$ cat config.mk
export PLATFORM = sky130hd
export DESIGN_NAME = win_addr_gen
export DESIGN_NICKNAME = d
export VERILOG_FILES = /design/src/rtl/win_addr_pkg.sv /design/src/rtl/wag_regmap.sv /design/src/rtl/wag_hdelay.sv /design/src/rtl/wag_ygen.sv /design/src/rtl/wag_xgen.sv /design/src/rtl/win_addr_gen.sv
export SDC_FILE = /design/constraint.sdc
export NUM_CORES = 1
export LEC_CHECK = 0
export BUFFER_PORTS_ARGS = -buffer_cell sky130_fd_sc_hd__buf_2
export CAP_MARGIN = 25
export CELL_PAD_IN_SITES_DETAIL_PLACEMENT = 1
export CELL_PAD_IN_SITES_GLOBAL_PLACEMENT = 1
export CORE_UTILIZATION = 30
export DETAILED_ROUTE_END_ITERATION = 12
export PLACE_DENSITY_LB_ADDON = 0.12
export SLEW_MARGIN = 20
export SYNTH_ARGS = -nofsm -noshare
export SYNTH_HDL_FRONTEND = slang
export SYNTH_SLANG_ARGS = --single-unit
$ cat constraint.sdc
create_clock -name clk -period 3 [get_ports clk]
set_input_delay 0.15 -clock clk [delete_from_list [all_inputs] [get_ports clk]]
set_output_delay 0.15 -clock clk [all_outputs]
set_load 0.05 [all_outputs]
$ cat src/rtl/win_addr_pkg.sv
package win_addr_pkg;
  localparam int PTR_W  = 24;
  localparam int ADDR_W = 20;
  localparam int SIZE_W = 12;

  localparam int OFS_MODE = 0;
  localparam int OFS_BG   = 1;
  localparam int OFS_FG   = 2;
  localparam int OFS_BASE = 3;
  localparam int OFS_STRD = 6;
  localparam int OFS_WID  = 8;
  localparam int OFS_HGT  = 10;
  localparam int OFS_XSCL = 12;
  localparam int OFS_YSCL = 13;
  localparam int OFS_XST  = 14;
  localparam int OFS_YST  = 15;
  localparam int WIN_BYTES = 20;

  typedef struct packed {
    logic [PTR_W-1:0]  base;
    logic [15:0]       stride;
    logic [SIZE_W-1:0] width;
    logic [SIZE_W-1:0] height;
    logic [3:0]        xinc;
    logic [3:0]        xper;
    logic [3:0]        yper;
    logic [3:0]        xst;
    logic [3:0]        yst;
    logic [7:0]        mode;
    logic [23:0]       dec;
  } win_cfg_t;
endpackage

$ cat src/rtl/wag_regmap.sv
module wag_regmap
  import win_addr_pkg::*;
#(
  parameter int NREG     = 32,
  parameter int WIN_BASE = 4
) (
  input  logic [NREG*8-1:0] regs_flat,
  output win_cfg_t          cfg
);
  function automatic logic [7:0] rb(input logic [NREG*8-1:0] f, input int ofs);
    return f[(WIN_BASE+ofs)*8 +: 8];
  endfunction

  always_comb begin
    cfg.base   = {rb(regs_flat, OFS_BASE), rb(regs_flat, OFS_BASE+1), rb(regs_flat, OFS_BASE+2)};
    cfg.stride = {rb(regs_flat, OFS_STRD), rb(regs_flat, OFS_STRD+1)};
    cfg.width  = {rb(regs_flat, OFS_WID)[3:0], rb(regs_flat, OFS_WID+1)};
    cfg.height = {rb(regs_flat, OFS_HGT)[3:0], rb(regs_flat, OFS_HGT+1)};
    cfg.xinc   = rb(regs_flat, OFS_XSCL)[7:4];
    cfg.xper   = rb(regs_flat, OFS_XSCL)[3:0];
    cfg.yper   = rb(regs_flat, OFS_YSCL)[3:0];
    cfg.xst    = rb(regs_flat, OFS_XST)[3:0];
    cfg.yst    = rb(regs_flat, OFS_YST)[3:0];
    cfg.mode   = rb(regs_flat, OFS_MODE);
    cfg.dec    = {rb(regs_flat, OFS_FG), rb(regs_flat, OFS_BG), rb(regs_flat, OFS_MODE)};
  end
endmodule

$ cat src/rtl/wag_hdelay.sv
module wag_hdelay #(
  parameter int DEPTH = 8,
  parameter int TAP   = 3
) (
  input  logic clk,
  input  logic rst_n,
  input  logic ce,
  input  logic htrig,
  input  logic text_mode,
  output logic h_start
);
  logic [DEPTH-1:0] sr;

  always_ff @(posedge clk) begin
    if (!rst_n)  sr <= '0;
    else if (ce) sr <= {sr[DEPTH-2:0], htrig};
  end

  assign h_start = text_mode ? sr[0] : sr[TAP];

  // first stage captures the trigger on enabled edges
  a_r9_stage0: assert property (@(posedge clk) disable iff (!rst_n)
    ce |=> sr[0] == $past(htrig));
endmodule

$ cat src/rtl/wag_ygen.sv
module wag_ygen
  import win_addr_pkg::*;
(
  input  logic              clk,
  input  logic              rst_n,
  input  logic              ce,
  input  logic              frame_rst,
  input  logic              line_adv,
  input  logic [PTR_W-1:0]  base,
  input  logic [15:0]       stride,
  input  logic [SIZE_W-1:0] height,
  input  logic [3:0]        yper,
  input  logic [3:0]        yst,
  output logic [PTR_W-1:0]  line_ptr,
  output logic              run_y
);
  logic [3:0]        ycnt_per;
  logic [SIZE_W-1:0] lines;
  logic [SIZE_W:0]   lines_nxt;

  assign lines_nxt = {1'b0, lines} + 1'b1;

  always_ff @(posedge clk) begin
    if (!rst_n) begin
      line_ptr <= '0;
      ycnt_per <= '0;
      lines    <= '0;
      run_y    <= 1'b0;
    end else if (ce) begin
      if (frame_rst) begin
        line_ptr <= base;
        ycnt_per <= yst;
        lines    <= '0;
        run_y    <= (height != '0);
      end else if (line_adv) begin
        if (ycnt_per == yper) begin
          ycnt_per <= '0;
          line_ptr <= line_ptr + PTR_W'(stride);
        end else begin
          ycnt_per <= ycnt_per + 4'd1;
        end
        if (run_y) begin
          lines <= lines_nxt[SIZE_W-1:0];
          if (lines_nxt >= {1'b0, height}) run_y <= 1'b0;
        end
      end
    end
  end

  a_r3_frame_load: assert property (@(posedge clk) disable iff (!rst_n)
    (ce && frame_rst) |=> line_ptr == $past(base));
  a_r8_height_end: assert property (@(posedge clk) disable iff (!rst_n)
    (ce && line_adv && !frame_rst && run_y && ({1'b0, height} <= lines_nxt)) |=> !run_y);
  a_r10_yhold: assert property (@(posedge clk) disable iff (!rst_n)
    !ce |=> $stable(line_ptr) && $stable(run_y));
endmodule

$ cat src/rtl/wag_xgen.sv
module wag_xgen
  import win_addr_pkg::*;
(
  input  logic              clk,
  input  logic              rst_n,
  input  logic              ce,
  input  logic              h_start,
  input  logic [PTR_W-1:0]  line_ptr,
  input  logic [SIZE_W-1:0] width,
  input  logic [3:0]        xinc,
  input  logic [3:0]        xper,
  input  logic [3:0]        xst,
  input  logic [1:0]        rate,
  output logic [PTR_W-1:0]  cur_ptr,
  output logic              en_x
);
  logic [PTR_W-1:0]  x_ptr;
  logic [3:0]        per_cnt, cur_per;
  logic [SIZE_W-1:0] pix_cnt;
  logic [SIZE_W:0]   cnt_nxt;
  logic              run_x, hit;
  logic [PTR_W-1:0]  step;

  assign cur_ptr = h_start ? line_ptr : x_ptr;
  assign cur_per = h_start ? xst : per_cnt;
  assign hit     = (cur_per == xper);
  assign step    = PTR_W'({xinc, 3'b000} >> (2'd3 - rate));
  assign cnt_nxt = h_start ? (SIZE_W+1)'(1) : ({1'b0, pix_cnt} + 1'b1);
  assign en_x    = (h_start && (width != '0)) || run_x;

  always_ff @(posedge clk) begin
    if (!rst_n) begin
      x_ptr   <= '0;
      per_cnt <= '0;
      pix_cnt <= '0;
      run_x   <= 1'b0;
    end else if (ce && (h_start || run_x)) begin
      x_ptr   <= hit ? cur_ptr + step : cur_ptr;
      per_cnt <= hit ? 4'd0 : cur_per + 4'd1;
      pix_cnt <= cnt_nxt[SIZE_W-1:0];
      run_x   <= (cnt_nxt < {1'b0, width});
    end
  end

  a_r6_single_slot: assert property (@(posedge clk) disable iff (!rst_n)
    (ce && h_start && (width == 12'd1)) |=> !run_x);
  a_r10_xhold: assert property (@(posedge clk) disable iff (!rst_n)
    !ce |=> $stable(x_ptr) && $stable(run_x));
endmodule

$ cat src/rtl/win_addr_gen.sv
module win_addr_gen
  import win_addr_pkg::*;
#(
  parameter int NREG            = 32,
  parameter int WIN_BASE        = 4,
  parameter int NTRIG           = 4,
  parameter int H_RST_IDX       = 0,
  parameter int H_POS_IDX       = 2,
  parameter int PHASE_W         = 4,
  parameter int DLY_DEPTH       = 8,
  parameter int RAM_READ_CYCLES = 3
) (
  input  logic                 clk,
  input  logic                 rst_n,
  input  logic [PHASE_W-1:0]   pix_phase,
  input  logic [NREG*8-1:0]    regs_flat,
  input  logic [NTRIG-1:0]     trig,
  output logic [ADDR_W-1:0]    rd_addr,
  output logic [31:0]          cmd_out,
  output logic [23:0]          dec_word
);
  localparam int V_RST_IDX = H_RST_IDX + 1;

  win_cfg_t         cfg;
  logic             ce, frame_rst, line_adv, h_start, run_y, en_x, win_en;
  logic [PTR_W-1:0] line_ptr, cur_ptr;

  assign ce        = (pix_phase == '0);
  assign frame_rst = trig[H_RST_IDX] && trig[V_RST_IDX];
  assign line_adv  = trig[H_RST_IDX] && !trig[V_RST_IDX];

  wag_regmap #(.NREG(NREG), .WIN_BASE(WIN_BASE)) u_map (
    .regs_flat(regs_flat), .cfg(cfg));

  wag_hdelay #(.DEPTH(DLY_DEPTH), .TAP(RAM_READ_CYCLES)) u_dly (
    .clk(clk), .rst_n(rst_n), .ce(ce), .htrig(trig[H_POS_IDX]),
    .text_mode(cfg.mode[7]), .h_start(h_start));

  wag_ygen u_y (
    .clk(clk), .rst_n(rst_n), .ce(ce), .frame_rst(frame_rst), .line_adv(line_adv),
    .base(cfg.base), .stride(cfg.stride), .height(cfg.height), .yper(cfg.yper),
    .yst(cfg.yst), .line_ptr(line_ptr), .run_y(run_y));

  wag_xgen u_x (
    .clk(clk), .rst_n(rst_n), .ce(ce), .h_start(h_start), .line_ptr(line_ptr),
    .width(cfg.width), .xinc(cfg.xinc), .xper(cfg.xper), .xst(cfg.xst),
    .rate(cfg.mode[1:0]), .cur_ptr(cur_ptr), .en_x(en_x));

  assign win_en   = en_x && run_y;
  assign rd_addr  = cur_ptr[22:3];
  assign cmd_out  = {24'd0, win_en, 4'd0, cur_ptr[2:0]};
  assign dec_word = cfg.dec;

  a_r8_no_lines: assert property (@(posedge clk) disable iff (!rst_n)
    !run_y |-> !cmd_out[7]);
  a_r11_zero_bits: assert property (@(posedge clk) disable iff (!rst_n)
    (cmd_out[31:8] == '0) && (cmd_out[6:3] == '0));
endmodule

==> results of run 1 <==
power by group:
group | internal, mW | leakage (nW) | switching, mW
clock network | 0.692 | 0.140 | 0.533
logic | 0.135 | 2.94 | 0.278
registers | 1.12 | 0.678 | 0.00792
total | 1.95 | 3.76 | 0.819
flip-flops by register name, summed over array words and instances, names as in the netlist:
| name | flops |
|---|---|
| u_x.x_ptr | 23 |
| u_y.line_ptr | 23 |
| u_x.pix_cnt | 12 |
| u_y.lines | 12 |
| u_dly.sr | 4 |
| u_x.per_cnt | 4 |
| u_y.ycnt_per | 4 |
| u_x.run_x | 1 |
| u_y.run_y | 1 |
synthesized netlist by cell type (4+ instances only):
cell / count
xor2_1: 21
nand4_1: 18
o21ai_0: 48
xnor2_1: 19
o2111ai_1: 8
nor4_1: 13
a211o_1: 4
a31oi_1: 19
o22ai_1: 5
nand2b_1: 5
nor3_1: 19
nor2b_1: 9
and4_1: 6
a21o_1: 9
nand2_1: 147
buf_4: 54
mux2i_1: 25
buf_1: 8
a21oi_1: 68
nor2_1: 57
nand3b_1: 4
nand3_1: 65
buf_2: 10
a22oi_1: 8
or3_1: 7
dfxtp_1: 84
clkbuf_1: 35
ha_1: 50
inv_1: 40
o21a_1: 11
o211ai_1: 22
a311oi_1: 4
a211oi_1: 5
and3_1: 14
and2_1: 8
worst max-delay path, cell delays in order (launching register included):
cell and delay [ps]:
dfxtp_2 350, mux2_4 330, nand2_2 110, nand2_4 60
ha_4 160, fa_2 370, a211oi_2 250, nor2_1 100
o41a_1 460, nand2_2 230, nor4_1 80, nand3b_1 160
layer usage:
metal / vias to the layer above / GRT usage (%)
met3: 19 / 2.61
li1: 3748 / -
met4: 2 / 5.13
met1: 3529 / 28.6
met5: - / 0
met2: 143 / 30.5
area by class of cell:
cell class | instances | area [sq um] | share of cell area [%]
multi-input cells | 793 | 5080 | 59.4
clock buffers | 11 | 253 | 2.95
inverters | 41 | 154 | 1.80
well taps | 319 | 399 | 4.66
repair buffers | 162 | 926 | 10.8
clock inverters | 5 | 60.1 | 0.702
flip-flops and latches | 84 | 1680 | 19.7
repair_timing:
item | in CTS | in global routing
setup endpoints to repair | 0 | 6
buffers inserted | 0 | 0
resized for setup | 0 | 1
metrics by stage:
stage | util, % | hold slack, ps | instances | instance area, sq um
final | 36.0 | 50.0 | 1415 | 8560
after global routing | 36.0 | 65.5 | 1415 | 8560
after CTS | 36.0 | 39.6 | 1415 | 8560
after detailed placement | 34.7 | 300 | 1399 | 8250
after global placement | 34.7 | 300 | 1399 | 8250
after floorplan | - | 297 | 1026 | 7540
how the worst max path moves through the flow:
stage,slack [ps],from,cells after the start,end
after floorplan,-2,u_dly.sr[3]$_SDFFE_PN0P_,14,u_x.x_ptr[16]$_SDFFE_PN0P_
after global placement,20,regs_flat[39],12,u_x.x_ptr[16]$_SDFFE_PN0P_
after detailed placement,30,regs_flat[39],12,u_x.x_ptr[16]$_SDFFE_PN0P_
after CTS,60,u_dly.sr[3]$_SDFFE_PN0P_,11,u_x.x_ptr[22]$_SDFFE_PN0P_
after global routing,50,u_dly.sr[0]$_SDFFE_PN0P_,11,u_x.x_ptr[16]$_SDFFE_PN0P_
final,200,u_dly.sr[0]$_SDFFE_PN0P_,11,u_x.x_ptr[22]$_SDFFE_PN0P_
kinds of logic after synthesis:
group                      count (synthesis)  share of synthesized area (%)
and+or+nand+nor                          382                           24.6
muxes                                     29                           4.10
AOI/OAI and AO/OA                        262                           24.0
buffers and inverters                    149                           10.6
adders and majority gates                 52                           9.04
other                                      1                         0.0509
DFF                                       84                           22.8
xor gates and xnor gates                  40                           4.76
==> impl_metrics.yaml, run 1 <==
outcome:
  outcome: "finished clean"
timing:
  fin_worst_skew_ps: 11.1
  slew_headroom_pct: 50.5
  rsz0062_at_grt: "false"
  period_minus_slack_ps: 2800
  drv_slew: 0
  worst_pin_slew_ps: 742
  hold_violations: 0
  finalSetupTns_ps: 0
  finalCritPeriodShare_pct: 93.3
  layout_setup_ws_ps: 201
  setup_viol: 0
  max_freq_mhz: 357
grt:
  grt_pass1_vias: 7291
  grt_max_degree: 66
  grt_usage_pct: 19.8
  grt_pass1_wl_um: 38600
  grt-ovfl-total: 0
  antenna_found_initial: 1
clocking:
  cts_sinks: 84
  clk_latency_ps: 360
  ctsHtreeMaxLevel: 3
  numCtsBuffers: 9
  clk_path_buf_depth: 2
  root_buffer: "clkbuf_16"
  cts_hold_buf: 0
  cts_tree: "yes"
  path_clk_slew_ps: 70
critical_path:
  crit_arrival_ps: 3040
  ff2ff_setup_slack_ps: 200
  r2r_cells: 11
  crit_path_end_kind: "flop"
  r2r-start: "u_dly.sr[0]$_SDFFE_PN0P_"
  r2r-end: "u_x.x_ptr[22]$_SDFFE_PN0P_"
  cp_max_fo: 9
  path_class: "reg2reg"
  startpoint_type: "flop"
  critPathRequiredTime_ps: 3250
synth:
  ys_seq_elements: 84
  synthesis.area_sq_um: 7360
  synth_area_leader_cell: "dfxtp_1"
  synthArstFlopShare_pct: 0
  syn_area_per_cell_sq_um: 7.37
  syn_inst: 999
  synth_top_area_share_pct: 22.8
  yosys.cell_types.count: 78
  synth_edf_count: 0
  netlist_top_cells_area: "dfxtp_1 23%, ha_1 8.5%, nand2_1 7.5%"
  synth_warnings: 0
  synth_ff_type: "dfxtp_1"
  yosysSeqAreaShare_pct: 22.8
detailed_routing:
  wire_per_inst_um: 17.1
  dr.pass1.iters: 4
  dr_wl_met3_um: 977
  top_layer: "met5"
  vias: 7441
  ant_nets: 0
  wl_met1_um: 12600
  viasPerCell: 5.26
  dr.first_iter.drc_count: 351
  drcViolationCount: 0
  dr_wl_met2_um: 10400
  wl_um: 24200
floorplan:
  dieArea_sq_um: 25200
  coreArea_sq_um: 23800
  die_h_um: 159
  dieWidth_um: 159
  start_util_pct: 31.0
  ios: 342
  rows: 56
power:
  total_power_mw: 2.77
  cellPowerDensity_nw_per_um2: 323
  vdd_drop_max_mv: 0.201
  p_leak_nw: 3.76
place:
  dpl_worst_slack_ps: 33.9
  io_buffers: 121
  dp_hpwl_um: 18600
  routabilityCongestion: 0.813
worst_hold_path:
  hold_class: "in2reg"
  worstHoldEndpoint: "u_y.line_ptr[0]$_SDFFE_PN0P_"
  whs_path_depth: 3
  hold_path_startpoint: "regs_flat[72]"
final_layout:
  area_delta_synth_final_pct: 16.3
  layout.nets: 1409
  n_antenna_cell: 0
  fillers: 2922
  drive_gt1_share_pct: 19.0
  final_cell_mix: "138 x nand2_1, 121 x buf_2, 82 x dfxtp_1"
  final_common_cell: "nand2_1"
flow_run:
  cap_violations: 0
Note: power is estimated with default switching activity, not from simulation.
==> inputs of run 2 (changes only) <==
--- a/config.mk
+++ b/config.mk
@@ -8,10 +8,11 @@
 export BUFFER_PORTS_ARGS = -buffer_cell sky130_fd_sc_hd__buf_2
 export CAP_MARGIN = 25
 export CELL_PAD_IN_SITES_DETAIL_PLACEMENT = 1
-export CELL_PAD_IN_SITES_GLOBAL_PLACEMENT = 1
-export CORE_UTILIZATION = 30
+export CELL_PAD_IN_SITES_GLOBAL_PLACEMENT = 2
+export CORE_UTILIZATION = 23
 export DETAILED_ROUTE_END_ITERATION = 12
 export PLACE_DENSITY_LB_ADDON = 0.12
+export SKIP_CTS_REPAIR_TIMING = 1
 export SLEW_MARGIN = 20
 export SYNTH_ARGS = -nofsm -noshare
 export SYNTH_HDL_FRONTEND = slang
==> run 2 against run 1 <==
Compared with the run above: sequential power hardly changed; routed wire length grew 9.9%; register-to-register slack got worse by 60 ps; worst setup slack got worse by 65 ps; fmax fell by 2.3%; global-route usage down 3.5 points; critical path depth increased by 1; flip-flop and latch count is the same; first-iteration DRC count decreased by 23%; largest power group unchanged; critical path type unchanged; cell count up 6.5%.
==> impl_metrics.yaml, run 2 (synthesis gave the netlist of run 1 again) <==
final_layout:
  drive_gt1_share_pct: 19.6
  final_common_cell: "nand2_1"
  n_antenna_cell: 0
  area_delta_synth_final_pct: 19.2
  final_cell_mix: "139 x nand2_1, 121 x buf_2, 82 x dfxtp_1"
  fillers: 3868
  final_cells: 1507
  reg_top3: "u_x.x_ptr (23), u_y.line_ptr (23)"
  layout.nets: 1419
timing:
  fin_worst_skew_ps: 13.8
  max_freq_mhz: 349
  period_minus_slack_ps: 2860
  layout_setup_ws_ps: 136
  slew_headroom_pct: 48.9
  rsz0062_at_grt: "false"
  hold_violations: 0
  worst_pin_slew_ps: 767
  setup_viol: 0
  finalCritPeriodShare_pct: 95.5
  drv_slew: 0
clocking:
  numCtsBuffers: 9
  clk_path_buf_depth: 2
  cts_tree: "yes"
  clk_latency_ps: 350
  root_buffer: "clkbuf_16"
  path_clk_slew_ps: 70
  cts_sinks: 84
  ctsHtreeMaxLevel: 3
grt:
  grt_pass1_vias: 7442
  antenna_found_initial: 0
  grt-ovfl-total: 0
  grt_max_degree: 47
  grt_pass1_wl_um: 42100
  grt_usage_pct: 16.3
floorplan:
  ios: 342
  coreArea_sq_um: 31600
  rows: 65
  start_util_pct: 23.3
  dieWidth_um: 181
  dieArea_sq_um: 32700
  die_h_um: 181
critical_path:
  crit_path_end_kind: "flop"
  crit_arrival_ps: 3140
  path_class: "reg2reg"
  ff2ff_setup_slack_ps: 140
  startpoint_type: "flop"
  crit_slowest_cell: "or4_1"
  max_stage_delay_ps: 500
  critPathRequiredTime_ps: 3270
  cp_max_fo: 9
  crit_path_cell_trace: "mux2_4, buf_4, nand2_1, nand2_2, ha_1, o21ai_0, nand2b_1, o41a_1, nand2_1, buf_4, or4_1, o211ai_1"
power:
  total_power_mw: 2.89
  vdd_drop_max_mv: 0.283
  p_leak_nw: 3.84
  cellPowerDensity_nw_per_um2: 329
detailed_routing:
  drcViolationCount: 0
  dr.first_iter.drc_count: 270
  vias: 7475
  wl_um: 26600
  dr.pass1.iters: 4
  ant_nets: 0
  viasPerCell: 4.96
  wire_per_inst_um: 17.7
place:
  dpl_worst_slack_ps: 85.3
  dp_cells: 1489
  dp_hpwl_um: 20600
  routabilityCongestion: 0.768
  io_buffers: 121
outcome:
  outcome: "finished clean"
worst_hold_path:
  hold_class: "in2reg"
flow_run:
  cap_violations: 0
==> run 2: cell count changes in the layout (fill, tap and decap cells not counted), moves of 2 or more <==
cell,delta
buf_4,+9
clkinvlp_4,-4
bufinv_16,+2
clkbuf_8,-2
==> run 2: critical path, delay by kind of cell (launching register included) <==
kind / cells / cell delay, ps
and+or+nand+nor: 5 / 930
AOI/OAI and AO/OA: 3 / 470
buffers and inverters: 2 / 370
DFF: 1 / 350
adders and majority gates: 1 / 340
muxes: 1 / 320
==> run 2: cell type report <==
| type | instances | area (sq um) | area share [%] |
|---|---|---|---|
| Multi-Input combinational cell | 793 | 5090 | 58.0 |
| Tap cell | 402 | 503 | 5.73 |
| Clock buffer | 9 | 225 | 2.57 |
| Inverter | 41 | 154 | 1.75 |
| Clock inverter | 6 | 113 | 1.28 |
| Timing Repair Buffer | 172 | 1000 | 11.5 |
| Sequential cell | 84 | 1680 | 19.2 |
==> run 2: power by group <==
| group | switching [mW] | leakage, nW | internal (mW) |
|---|---|---|---|
| registers | 0.00732 | 0.678 | 1.12 |
| clock network | 0.524 | 0.166 | 0.814 |
| logic | 0.284 | 2.99 | 0.139 |
| total | 0.816 | 3.84 | 2.07 |
==> run 2: path summary, 6_finish.rpt <==
check,start,end,cells after the start
worst min register to register,u_x.x_ptr[2]$_SDFFE_PN0P_,u_x.x_ptr[2]$_SDFFE_PN0P_,2
worst max register to register,u_dly.sr[0]$_SDFFE_PN0P_,u_x.x_ptr[16]$_SDFFE_PN0P_,12
worst max-delay path,u_dly.sr[0]$_SDFFE_PN0P_,u_x.x_ptr[16]$_SDFFE_PN0P_,12
worst min-delay path,trig[2],u_dly.sr[0]$_SDFFE_PN0P_,3
==> run 2: per-stage QoR <==
step                TNS, ps  hold slack [ps]  cell area, sq um  utilization, %
floorplan             -2.01              297              7540               -
global placement          0              300              8400            26.6
detailed placement        0              300              8400            26.6
CTS                       0             35.4              8740            27.7
global route              0             70.0              8770            27.8
finish                    0             40.3              8770            27.8
==> run 2: routing by layer <==
| layer | GRT usage, % | wire length (um) |
|---|---|---|
| met2 | 25.6 | 11900 |
| met1 | 23.9 | 13900 |
| met3 | 1.43 | 630 |
| met4 | 3.52 | 195 |
| met5 | 0 | 0 |
